## src/rtl/fpoll_pkg.sv

```systemverilog
package fpoll_pkg;

   typedef enum logic [1:0] {
      ST_IDLE,
      ST_POLL,
      ST_RECHK,
      ST_CAPT
   } fpoll_state_e;

   typedef enum logic [1:0] {
      VD_TRUE,
      VD_RETRY,
      VD_CONFIRM
   } fpoll_verdict_e;

endpackage

```

## src/rtl/fpoll_judge.sv

```systemverilog
module fpoll_judge
   import fpoll_pkg::*;
(
   input  logic           sts_done,
   input  logic           sts_tmo,
   input  logic           exp_done,
   output fpoll_verdict_e verdict
);

   always_comb begin
      if (sts_done == exp_done)
         verdict = VD_TRUE;
      else if (sts_tmo)
         verdict = VD_CONFIRM;
      else
         verdict = VD_RETRY;
   end

endmodule

```

## src/rtl/fpoll_wdog.sv

```systemverilog
module fpoll_wdog #(
   parameter int CNT_W = 16
) (
   input  logic             clk,
   input  logic             rst_n,
   input  logic             clr,
   input  logic [CNT_W-1:0] lim_in,
   input  logic             tick,
   output logic             last_poll
);

   generate
      if (CNT_W < 1) begin : g_bad_cnt
         $error("fpoll_wdog: CNT_W must be at least 1");
      end
   endgenerate

   localparam logic [CNT_W-1:0] ONE = CNT_W'(1);

   logic [CNT_W-1:0] cnt_q;
   logic [CNT_W-1:0] lim_q;

   always_ff @(posedge clk or negedge rst_n) begin
      if (!rst_n) begin
         cnt_q <= '0;
         lim_q <= ONE;
      end else if (clr) begin
         cnt_q <= '0;
         lim_q <= (lim_in == '0) ? ONE : lim_in;
      end else if (tick) begin
         cnt_q <= cnt_q + ONE;
      end
   end

   assign last_poll = ((cnt_q + ONE) == lim_q);

   // the poll count never reaches the budget while a poll can still be issued
   a_r7_cnt_bound: assert property (@(posedge clk) disable iff (!rst_n)
      cnt_q < lim_q);

endmodule

```

## src/rtl/fpoll_ctrl.sv

```systemverilog
module fpoll_ctrl
   import fpoll_pkg::*;
#(
   parameter int ADDR_W   = 24,
   parameter int DATA_W   = 8,
   parameter int CNT_W    = 16,
   parameter int DONE_BIT = 7,
   parameter int TMO_BIT  = 5
) (
   input  logic              clk,
   input  logic              rst_n,
   input  logic              start,
   input  logic [ADDR_W-1:0] verify_addr,
   input  logic [DATA_W-1:0] expect_data,
   input  logic [CNT_W-1:0]  max_polls,
   output logic              rd_req,
   output logic [ADDR_W-1:0] rd_addr,
   input  logic              rd_ack,
   input  logic [DATA_W-1:0] rd_data,
   output logic              busy,
   output logic              done,
   output logic              pass,
   output logic              fail,
   output logic [DATA_W-1:0] data_out
);

   generate
      if (DONE_BIT >= DATA_W || TMO_BIT >= DATA_W) begin : g_bad_bits
         $error("fpoll_ctrl: status bit positions must lie inside DATA_W");
      end
      if (DONE_BIT == TMO_BIT) begin : g_same_bits
         $error("fpoll_ctrl: DONE_BIT and TMO_BIT must differ");
      end
      if (ADDR_W < 1) begin : g_bad_addr
         $error("fpoll_ctrl: ADDR_W must be at least 1");
      end
   endgenerate

   fpoll_state_e      st_q;
   logic [ADDR_W-1:0] addr_q;
   logic              exp_bit_q;
   fpoll_verdict_e    verdict;
   logic              last_poll;
   logic              accept;
   logic              wd_tick;

   assign accept  = (st_q == ST_IDLE) && start;
   assign wd_tick = (st_q == ST_POLL) && rd_ack && (verdict == VD_RETRY) && !last_poll;

   fpoll_judge u_judge (
      .sts_done (rd_data[DONE_BIT]),
      .sts_tmo  (rd_data[TMO_BIT]),
      .exp_done (exp_bit_q),
      .verdict  (verdict)
   );

   fpoll_wdog #(.CNT_W(CNT_W)) u_wdog (
      .clk       (clk),
      .rst_n     (rst_n),
      .clr       (accept),
      .lim_in    (max_polls),
      .tick      (wd_tick),
      .last_poll (last_poll)
   );

   always_ff @(posedge clk or negedge rst_n) begin
      if (!rst_n) begin
         st_q      <= ST_IDLE;
         addr_q    <= '0;
         exp_bit_q <= 1'b0;
         done      <= 1'b0;
         pass      <= 1'b0;
         fail      <= 1'b0;
         data_out  <= '0;
      end else begin
         done <= 1'b0;
         unique case (st_q)
            ST_IDLE: begin
               if (start) begin
                  addr_q    <= verify_addr;
                  exp_bit_q <= expect_data[DONE_BIT];
                  pass      <= 1'b0;
                  fail      <= 1'b0;
                  st_q      <= ST_POLL;
               end
            end
            ST_POLL: begin
               if (rd_ack) begin
                  unique case (verdict)
                     VD_TRUE:    st_q <= ST_CAPT;
                     VD_CONFIRM: st_q <= ST_RECHK;
                     default: begin
                        if (last_poll) begin
                           fail <= 1'b1;
                           done <= 1'b1;
                           st_q <= ST_IDLE;
                        end
                     end
                  endcase
               end
            end
            ST_RECHK: begin
               if (rd_ack) begin
                  if (verdict == VD_TRUE) begin
                     st_q <= ST_CAPT;
                  end else begin
                     fail <= 1'b1;
                     done <= 1'b1;
                     st_q <= ST_IDLE;
                  end
               end
            end
            ST_CAPT: begin
               if (rd_ack) begin
                  data_out <= rd_data;
                  pass     <= 1'b1;
                  done     <= 1'b1;
                  st_q     <= ST_IDLE;
               end
            end
            default: st_q <= ST_IDLE;
         endcase
      end
   end

   assign rd_req  = (st_q != ST_IDLE);
   assign busy    = (st_q != ST_IDLE);
   assign rd_addr = addr_q;

   // a pending request is held with a stable address until acknowledged
   a_r10_req_hold: assert property (@(posedge clk) disable iff (!rst_n)
      (rd_req && !rd_ack) |=> (rd_req && $stable(rd_addr)));

   // completion is a single-cycle pulse
   a_r9_done_pulse: assert property (@(posedge clk) disable iff (!rst_n)
      done |=> !done);

   // results are mutually exclusive
   a_r9_excl: assert property (@(posedge clk) disable iff (!rst_n)
      !(pass && fail));

   // the address does not change during an operation
   a_r8_busy_addr: assert property (@(posedge clk) disable iff (!rst_n)
      busy |=> (!busy || $stable(rd_addr)));

   // a pass appears only together with the completion pulse
   a_r3_pass_done: assert property (@(posedge clk) disable iff (!rst_n)
      $rose(pass) |-> done);

   // no read is requested once failure is reported
   a_r6_quiet_fail: assert property (@(posedge clk) disable iff (!rst_n)
      (fail && !start) |=> !rd_req);

endmodule

```

## config.mk

```make
export PLATFORM = sky130hd
export DESIGN_NAME = fpoll_ctrl
export DESIGN_NICKNAME = d
export VERILOG_FILES = /design/src/rtl/fpoll_pkg.sv /design/src/rtl/fpoll_judge.sv /design/src/rtl/fpoll_wdog.sv /design/src/rtl/fpoll_ctrl.sv
export SDC_FILE = /design/constraint.sdc
export NUM_CORES = 1
export LEC_CHECK = 0
export BUFFER_PORTS_ARGS = -buffer_cell sky130_fd_sc_hd__buf_2
export CAP_MARGIN = 5
export CORE_UTILIZATION = 57
export DETAILED_ROUTE_END_ITERATION = 12
export PLACE_DENSITY = 0.95
export SETUP_SLACK_MARGIN = 0.1
export SLEW_MARGIN = 10
export SYNTH_ARGS = -nofsm -noshare
export SYNTH_HDL_FRONTEND = slang
export SYNTH_SLANG_ARGS = --single-unit
```

## constraint.sdc

```tcl
create_clock -name clk -period 7.06 [get_ports clk]
set_input_delay 0.353 -clock clk [delete_from_list [all_inputs] [get_ports clk]]
set_output_delay 0.353 -clock clk [all_outputs]
set_load 0.01 [all_outputs]
```

# Word level (Yosys, flattened, before mapping)
# Cells that the tools add are included.
# W data, S select, Z words.
# totals
ff_bits	70
latchBits	0
ram_bits	0
romBits	0
mem_count	0
# op_classes
n_addsub	1
multipliers	0
n_div	0
magnitude_cmp	0
n_eq_ne	15
shifts	0
muxes	29
bitwise	0
n_reduce_logical	18
# ops
op	count
$mux W16	3
$add A16 B1 Y16 const B	1
$eq A16 B16 Y1	1
$logic_not A16 Y1	1
$mux W2	8
$ne A2 B2 Y1 const B	7
$mux W1	13
$pmux W2 S4	1
$reduce_and A7 Y1	1
$eq A2 B2 Y1 const B	3
$pmux W1 S3	2
$reduce_bool A2 Y1	3
$reduce_and A5 Y1	1
$eq A2 B1 Y1 const B	2
$logic_and A1 B1 Y1	4
$logic_not A2 Y1	2
$ne A4 B2 Y1 const B	1
$pmux W2 S2	1
$reduce_and A2 Y1	2
$reduce_and A3 Y1	1
$reduce_bool A3 Y1	1
$pmux W1 S2	1
$reduce_or A2 Y1	1
$eq A1 B1 Y1	1
$logic_not A1 Y1	1

# Longest topological paths before layout
# Gate-level depths: netlist (run 1).
# depth
ltp_word	7
depth_mapped	10
depth_no_buf	9

# By module
# From an unflattened synthesis (run 1), not the netlist that was laid out.
# unflattened
hier_cells	311
hier_area_um2	3607.2
# by_module_without_submodules
module	instances	cells_per_inst	area_per_inst_um2	seq_area_each_um2
fpoll_wdog	1	199	1996.9	802.0
fpoll_ctrl	1	109	1587.8	950.9
fpoll_judge	1	3	22.5	0.0

# Least setup slack after synthesis (run 1)
# No wires, ideal clock.
# synth_path
path_type	flip-flop to flip-flop
from	register u_wdog.cnt_q[0]
to	register st_q[1]
setup_ps	136
t_arrival_ps	2598
slack_ps	4326
stages_incl_launch_ff	10
n_path_buf	0
synth_period_minus_slack_ps	2734
cell_sequence	dfrtp_1 > ha_1 > nand3_4 > nor4_4 > xnor2_1 > a21o_1 > or4_4 > o211a_4 > o31ai_1 > o41ai_1
# synth_via
elab_chain_len	4
# synth_lines
element	line	text
start: declaration	fpoll_wdog.sv:20	logic [CNT_W-1:0] cnt_q;
start signal: assignment	fpoll_wdog.sv:31	cnt_q <= cnt_q + ONE;
$add A16 B1 Y16	fpoll_wdog.sv:35	assign last_poll = ((cnt_q + ONE) == lim_q);
$eq A16 B16 Y1	fpoll_wdog.sv:35	
$ne A4 B2 Y1 (no line)	-	
$reduce_and A5 Y1 (no line)	-	
end signal: assignment	fpoll_ctrl.sv:68	st_q <= ST_IDLE;
end signal: assignment	fpoll_ctrl.sv:84	st_q <= ST_POLL;
end signal: assignment	fpoll_ctrl.sv:90	VD_TRUE: st_q <= ST_CAPT;
end: declaration	fpoll_ctrl.sv:39	fpoll_state_e st_q;
# Every way passes these cells.
# A chain may end at the register's enable or synchronous reset.

# Final worst setup path (run 1)
# layout_path
from	register u_wdog.cnt_q[0]
to	register u_wdog.cnt_q[9]
# layout_via
elab_chain_len	5
elab_cells_between_ends	7
classes_between	add/sub: 1; eq/ne: 1; mux: 2; reduce/logical: 3
# layout_lines
element	line	text
$add A16 B1 Y16 *	fpoll_wdog.sv:31, fpoll_wdog.sv:35	
$eq A16 B16 Y1	fpoll_wdog.sv:35	
$logic_not A1 Y1	fpoll_ctrl.sv:48	assign wd_tick = (st_q == ST_POLL) && rd_ack && (verdict == VD_RETRY) && !last_poll;
$logic_and A1 B1 Y1	fpoll_ctrl.sv:48	
$reduce_bool A2 Y1 (no line)	-	
# Every way passes the cells marked *; elsewhere a longest branch is shown, timed or not. The select of a mux whose other input is x is not followed.

==> results of run 1 <==
## placed cells by master (no fill, tap or decap), types with 8 or more instances in the layout
cell type,instances
xnor2_1,17
nand2_1,137
dfrtp_1,69
inv_1,12
nand4_1,9
a21oi_1,12
xor2_1,8
nor4_1,14
mux2_2,8
nor2_1,13
clkbuf_8,10
buf_2,89
nor3_1,8
## flip-flops by register name, indices dropped and copies added, names as in the netlist
signal        count
rd_addr          24
u_wdog.cnt_q     16
u_wdog.lim_q     16
data_out          8
st_q              2
done              1
exp_bit_q         1
fail              1
pass              1
## where the power goes
part / internal (mW) / switching (mW) / total [mW]
clock network: 0.175 / 0.161 / 0.336
logic: 0.283 / 0.393 / 0.675
registers: 0.552 / 0.109 / 0.661
## worst max-delay path: stages (launching register included)
cell and delay [ns]:
dfrtp_1 0.47, ha_1 0.38, nand3_4 0.20, nor4_1 0.47, xnor2_1 0.18, nor3_1 0.21, nand4_1 0.13, nor4_2 0.96
nor4_1 0.19, mux2i_1 0.18
## routing by layer
| metal | GRT usage (%) | share of wire, % |
|---|---|---|
| met5 | 0 | 0 |
| met4 | 12.6 | 2.0 |
| met3 | 5.34 | 7.3 |
| met2 | 45.4 | 50 |
| met1 | 33.6 | 41 |
## worst max path at each step
| stage | startpoint | slack [ns] | end | cells past startpoint |
|---|---|---|---|---|
| after global placement | u_wdog.cnt_q[0] | 3.85 | u_wdog.cnt_q[9] | 9 |
| after floorplan | u_wdog.cnt_q[0] | 4.33 | st_q[1] | 9 |
| after CTS | u_wdog.cnt_q[0] | 3.64 | u_wdog.cnt_q[9] | 9 |
| after detailed placement | u_wdog.cnt_q[0] | 3.70 | u_wdog.cnt_q[9] | 9 |
| final | u_wdog.cnt_q[0] | 3.55 | u_wdog.cnt_q[9] | 9 |
| after global routing | u_wdog.cnt_q[0] | 3.37 | u_wdog.cnt_q[11] | 9 |
## per-stage QoR
| step | power [mW] | cell area, um^2 | instances | hold WS (ns) | worst slack, ns |
|---|---|---|---|---|---|
| floorplan | 1.11 | 3780 | 422 | 0.0574 | 4.33 |
| global placement | 1.29 | 4250 | 569 | 0.453 | 3.85 |
| detailed placement | 1.33 | 4250 | 569 | 0.459 | 3.70 |
| CTS | 1.67 | 4450 | 585 | 0.180 | 3.64 |
| global route | 1.77 | 4450 | 585 | 0.198 | 3.37 |
| finish | 1.67 | 4450 | 585 | 0.170 | 3.55 |
## layout make-up
cell class	count	share of cell area, %
Clock buffer	10	3.09
Multi-Input combinational cell	318	42.3
Tap cell	77	2.16
Inverter	12	1.01
Timing Repair Buffer	92	10.5
Sequential cell	70	39.4
Clock inverter	6	1.55
## kinds of logic after synthesis
group / after synthesis / synth area share (%)
fa+ha+maj: 6 / 1.98
compound gates: 52 / 9.56
buf+inv: 34 / 3.90
mux: 11 / 3.17
flops: 70 / 46.3
simple gates: 224 / 29.3
xor+xnor: 25 / 5.79
==> impl_metrics.yaml, run 1 <==
finish:
  multi_input_area_mm2: 0.00188
  seqCellArea_mm2: 0.00175
  diodes: 0
  layout-drive-gt1-share_pct: 25.8
  final_nets: 569
  fill_cells: 476
  final_util_pct: 69.7
  synthToLayoutAreaGrowth_pct: 17.7
clocking:
  htreeDepth: 3
  clk_pin_slew_ns: 0.08
  cts.sink_count: 70
  post_cts_buffers: 0
  postCtsHoldBufs: 0
  clk_latency_ns: 0.35
  cts-root-buf: "clkbuf_8"
  clk_path_buf_depth: 2
  tritoncts.num_buffers: 9
  cts_resized: 0
  cts_tree: "done"
synthesis:
  synth.area.top_cells: "dfrtp_1 (46%), nand2_1 (14%), xnor2_1 (3.9%)"
  syn-instance-count: 422
  synth_area_mm2: 0.00378
  synth-async-reset-ratio_pct: 100
  postSynthAreaPerCell_um2: 8.97
  synth.most_common_cell: "nand2_1"
  synth_enable_flop_cells: 0
  yosys_register_bits: 70
  ys_seq_area_share_pct: 46.3
  synth.top_cell.area_share_pct: 45.6
  yosys.area.top_type: "dfrtp_1"
  ys_types: 59
  synth-main-ff-cell: "dfrtp_1"
  synth_warnings: 0
  yosys-top-cells-count: "nand2_1 (137), dfrtp_1 (69), xnor2_1 (17)"
  mappedNetlistNets: 488
die:
  die_w_um: 83.5
  start_util_pct: 59.2
  die_area_mm2: 0.00697
  die_y_um: 83.5
  core_area_mm2: 0.00639
  io_pins: 97
  rows: 29
power:
  power.density_mw_per_mm2: 376
  leakagePower_nw: 2.19
  ir_worst_vdd_v: 0.000275
detailed_routing:
  routed_wl_um: 8990
  vias: 3434
  drt_iter0_drc: 345
  via_per_inst: 5.87
  wire_per_inst_um: 15.4
  firstDrtPassIters: 5
  drc: 0
  antenna_left: 0
sta:
  min_period_ns: 3.51
  timing.fmax_mhz: 285
  finalClockSkew_ns: 0.00968
  worstMarginPinSlew_ns: 1.11
  hold_violations: 0
  min_period_over_period_pct: 49.7
  setup_tns_ns: 0
  rsz0062_at_grt: "false"
  final_max_slew_viol_count: 0
  setup_viol: 0
  relSlewSlack_pct: 25.2
global_route:
  grt_pass1_wl_um: 15100
  antenna_found_initial: 0
  grt_usage_pct: 27.0
  grt-ovfl-total: 0
  grt_max_degree: 71
  grt_pass1_vias: 3441
job:
  max_cap_viol_count: 0
critical_path:
  path_max_fanout: 12
  reg2reg_slack_ns: 3.55
  crit_type: "reg2reg"
  r2r_start: "u_wdog.cnt_q[0]"
  worstReg2RegEnd: "u_wdog.cnt_q[9]"
  cp.required_ns: 7.28
  cp.arrival_ns: 3.72
  critical_path.endpoint_type: "flop"
  rr_worst_depth: 9
  worstSetupStartpointType: "flop"
place:
  gp_congestion: 0.921
  dpl.hpwl_um: 6240
  port_buffers: 89
hold_path:
  hold_class: "in2async"
status:
  status: "finished, final reports clean"
Power figures use the tool's default switching activity.
==> run 2, diff against run 1 <==
Settings changed: ABC_AREA set to 1, CORE_UTILIZATION 57 to 53, PLACE_DENSITY 0.95 to 0.91.
Clock period 7.06 ns to 3.45 ns, I/O delays scaled along.
==> impl_metrics.yaml, run 2 <==
status:
  status: "finished, final reports clean"
finish:
  diodes: 0
  final_cells: 644
  final_nets: 628
  mostFrequentLayoutCell: "nand2_1"
  fin_area_mm2: 0.00435
  final_cell_mix: "nand2_1 (220), buf_2 (89), dfrtp_1 (69)"
  synthToLayoutAreaGrowth_pct: 20.1
  largest_reg_flops: 24
  layout-drive-gt1-share_pct: 23.3
  fill_cells: 507
detailed_routing:
  via_per_inst: 5.42
  antenna_left: 0
  routed_wl_um: 8600
  drc: 0
  drt_iter0_drc: 233
  firstDrtPassIters: 5
  vias: 3491
  wire_per_inst_um: 13.4
sta:
  rsz0062_at_grt: "false"
  min_period_over_period_pct: 72.3
  final_max_slew_viol_count: 0
  worstMarginPinSlew_ns: 0.728
  relSlewSlack_pct: 51.5
  min_period_ns: 2.49
  hold_violations: 0
  setup_tns_ns: 0
  timing.fmax_mhz: 401
  setup_viol: 0
  holdWs_ns: 0.0195
  finalClockSkew_ns: 0.00965
job:
  max_cap_viol_count: 0
global_route:
  grt_pass1_wl_um: 14800
  grt-ovfl-total: 0
  grt_pass1_vias: 3486
  grt_usage_pct: 26.0
  grt_max_degree: 54
  antenna_found_initial: 0
place:
  dpl.hpwl_um: 6060
  dp.cells: 627
  port_buffers: 89
  placed_cell_area_mm2: 0.00412
  gp_congestion: 0.926
clocking:
  htreeDepth: 3
  tritoncts.num_buffers: 9
  clk_path_buf_depth: 2
  cts-root-buf: "clkbuf_8"
  cts_tree: "done"
  clk_pin_slew_ns: 0.08
  cts.sink_count: 70
  clk_latency_ns: 0.34
  cts_resized: 0
die:
  io_pins: 97
  die_area_mm2: 0.00717
  rows: 29
  core_area_mm2: 0.00646
  die_y_um: 84.7
  die_w_um: 84.7
  start_util_pct: 56.1
synthesis:
  synth_warnings: 0
  mappedNetlistNets: 537
  yosys_register_bits: 70
  synth.most_common_cell: "nand2_1"
  synth_area_mm2: 0.00362
  ys_seq_area_share_pct: 48.4
  synth.top_cell.area_share_pct: 47.7
  postSynthAreaPerCell_um2: 7.69
  yosys-top-cells-count: "nand2_1 (220), dfrtp_1 (69), nand3_1 (40)"
  syn-instance-count: 471
  synth_enable_flop_cells: 0
  synth.area.top_cells: "dfrtp_1 (48%), nand2_1 (23%), nand3_1 (5.5%)"
  synth-main-ff-cell: "dfrtp_1"
  synth-async-reset-ratio_pct: 100
  ys_types: 30
  yosys.area.top_type: "dfrtp_1"
power:
  leakagePower_nw: 2.36
  ir_worst_vdd_v: 0.000544
  power.density_mw_per_mm2: 750
critical_path:
  crit_type: "reg2reg"
  cp.required_ns: 3.72
  path_max_fanout: 17
  reg2reg_slack_ns: 0.96
  worstReg2RegEnd: "u_wdog.cnt_q[13]"
  critical_path.endpoint_type: "flop"
  cp.arrival_ns: 2.77
  worstSetupStartpointType: "flop"
  r2r_start: "u_wdog.cnt_q[0]"
  rr_worst_depth: 15
hold_path:
  hp-start: "expect_data[7]"
  hold_class: "in2reg"
  hold_end: "exp_bit_q"
  hold-path-cell-count: 3
## run 2: kinds of logic after synthesis
group / share of synthesized area, %
AO/OA/AOI/OAI: 3.35
XOR/XNOR: 1.69
adder cells (fa/ha/maj): 2.07
buffers and inverters: 5.39
flip-flops: 48.4
multiplexers: 2.49
AND/OR/NAND/NOR: 36.6
## run 2: layout make-up
cell class / count / area [um^2] / share of cell area [%]
multi-input cells: 354 / 1670 / 38.5
flip-flops and latches: 70 / 1750 / 40.3
well taps: 77 / 96.3 / 2.21
repair buffers: 93 / 478 / 11.0
clock inverters: 6 / 83.8 / 1.93
clock buffers: 10 / 138 / 3.16
inverters: 34 / 128 / 2.93
## run 2: worst max-delay path: stages, from the launching register on
cell	delay (ns)
dfrtp_1	0.47
ha_1	0.23
nand3_1	0.16
inv_1	0.17
nand2_1	0.10
nor2_1	0.14
nand2_1	0.09
nand3b_1	0.09
nand2_1	0.05
nand2_1	0.06
nor2_2	0.05
nand3_4	0.11
nand2_4	0.16
nor2_4	0.36
nand2_1	0.10
nand2_1	0.08
## run 2: where the power goes
group | total, mW | switching [mW] | leakage [nW] | internal [mW]
logic | 1.21 | 0.736 | 1.35 | 0.475
clock network | 0.735 | 0.309 | 0.116 | 0.425
registers | 1.32 | 0.187 | 0.892 | 1.13
total | 3.26 | 1.23 | 2.36 | 2.03
## run 2: layer usage
layer / GRT usage, % / part of all wire (%) / up-vias / wire [um]
li1: - / - / 1673 / -
met1: 31.8 / 41 / 1634 / 3550
met2: 44.1 / 51 / 157 / 4370
met3: 3.44 / 5.1 / 27 / 436
met4: 15.6 / 2.8 / 0 / 243
met5: 0 / 0 / - / 0
## run 2: metrics by stage
stage	total power, mW	util [%]	worst slack [ns]
3_5_place_dp	2.52	63.8	1.05
3_3_place_gp	2.45	63.8	1.14
4_1_cts	3.26	67.4	1.01
5_1_grt	3.48	67.4	0.686
2_1_floorplan	2.09	-	1.49
6_report	3.26	67.4	0.957
## run 2: worst max path at each step
stage                         start          endpoint  slack [ns]  cells after the start
global placement    u_wdog.cnt_q[0]  u_wdog.cnt_q[13]        1.14                     15
global route        u_wdog.cnt_q[0]  u_wdog.cnt_q[11]        0.69                     15
finish              u_wdog.cnt_q[0]  u_wdog.cnt_q[13]        0.96                     15
detailed placement  u_wdog.cnt_q[0]  u_wdog.cnt_q[11]        1.05                     15
CTS                 u_wdog.cnt_q[0]   u_wdog.cnt_q[1]        1.01                     15
floorplan           u_wdog.cnt_q[0]   u_wdog.cnt_q[5]        1.49                     12
## run 2: timing repair
item	in CTS	in global routing
endpoints found under the hold margin	33	0
hold buffers	1	0
buffers inserted	0	0
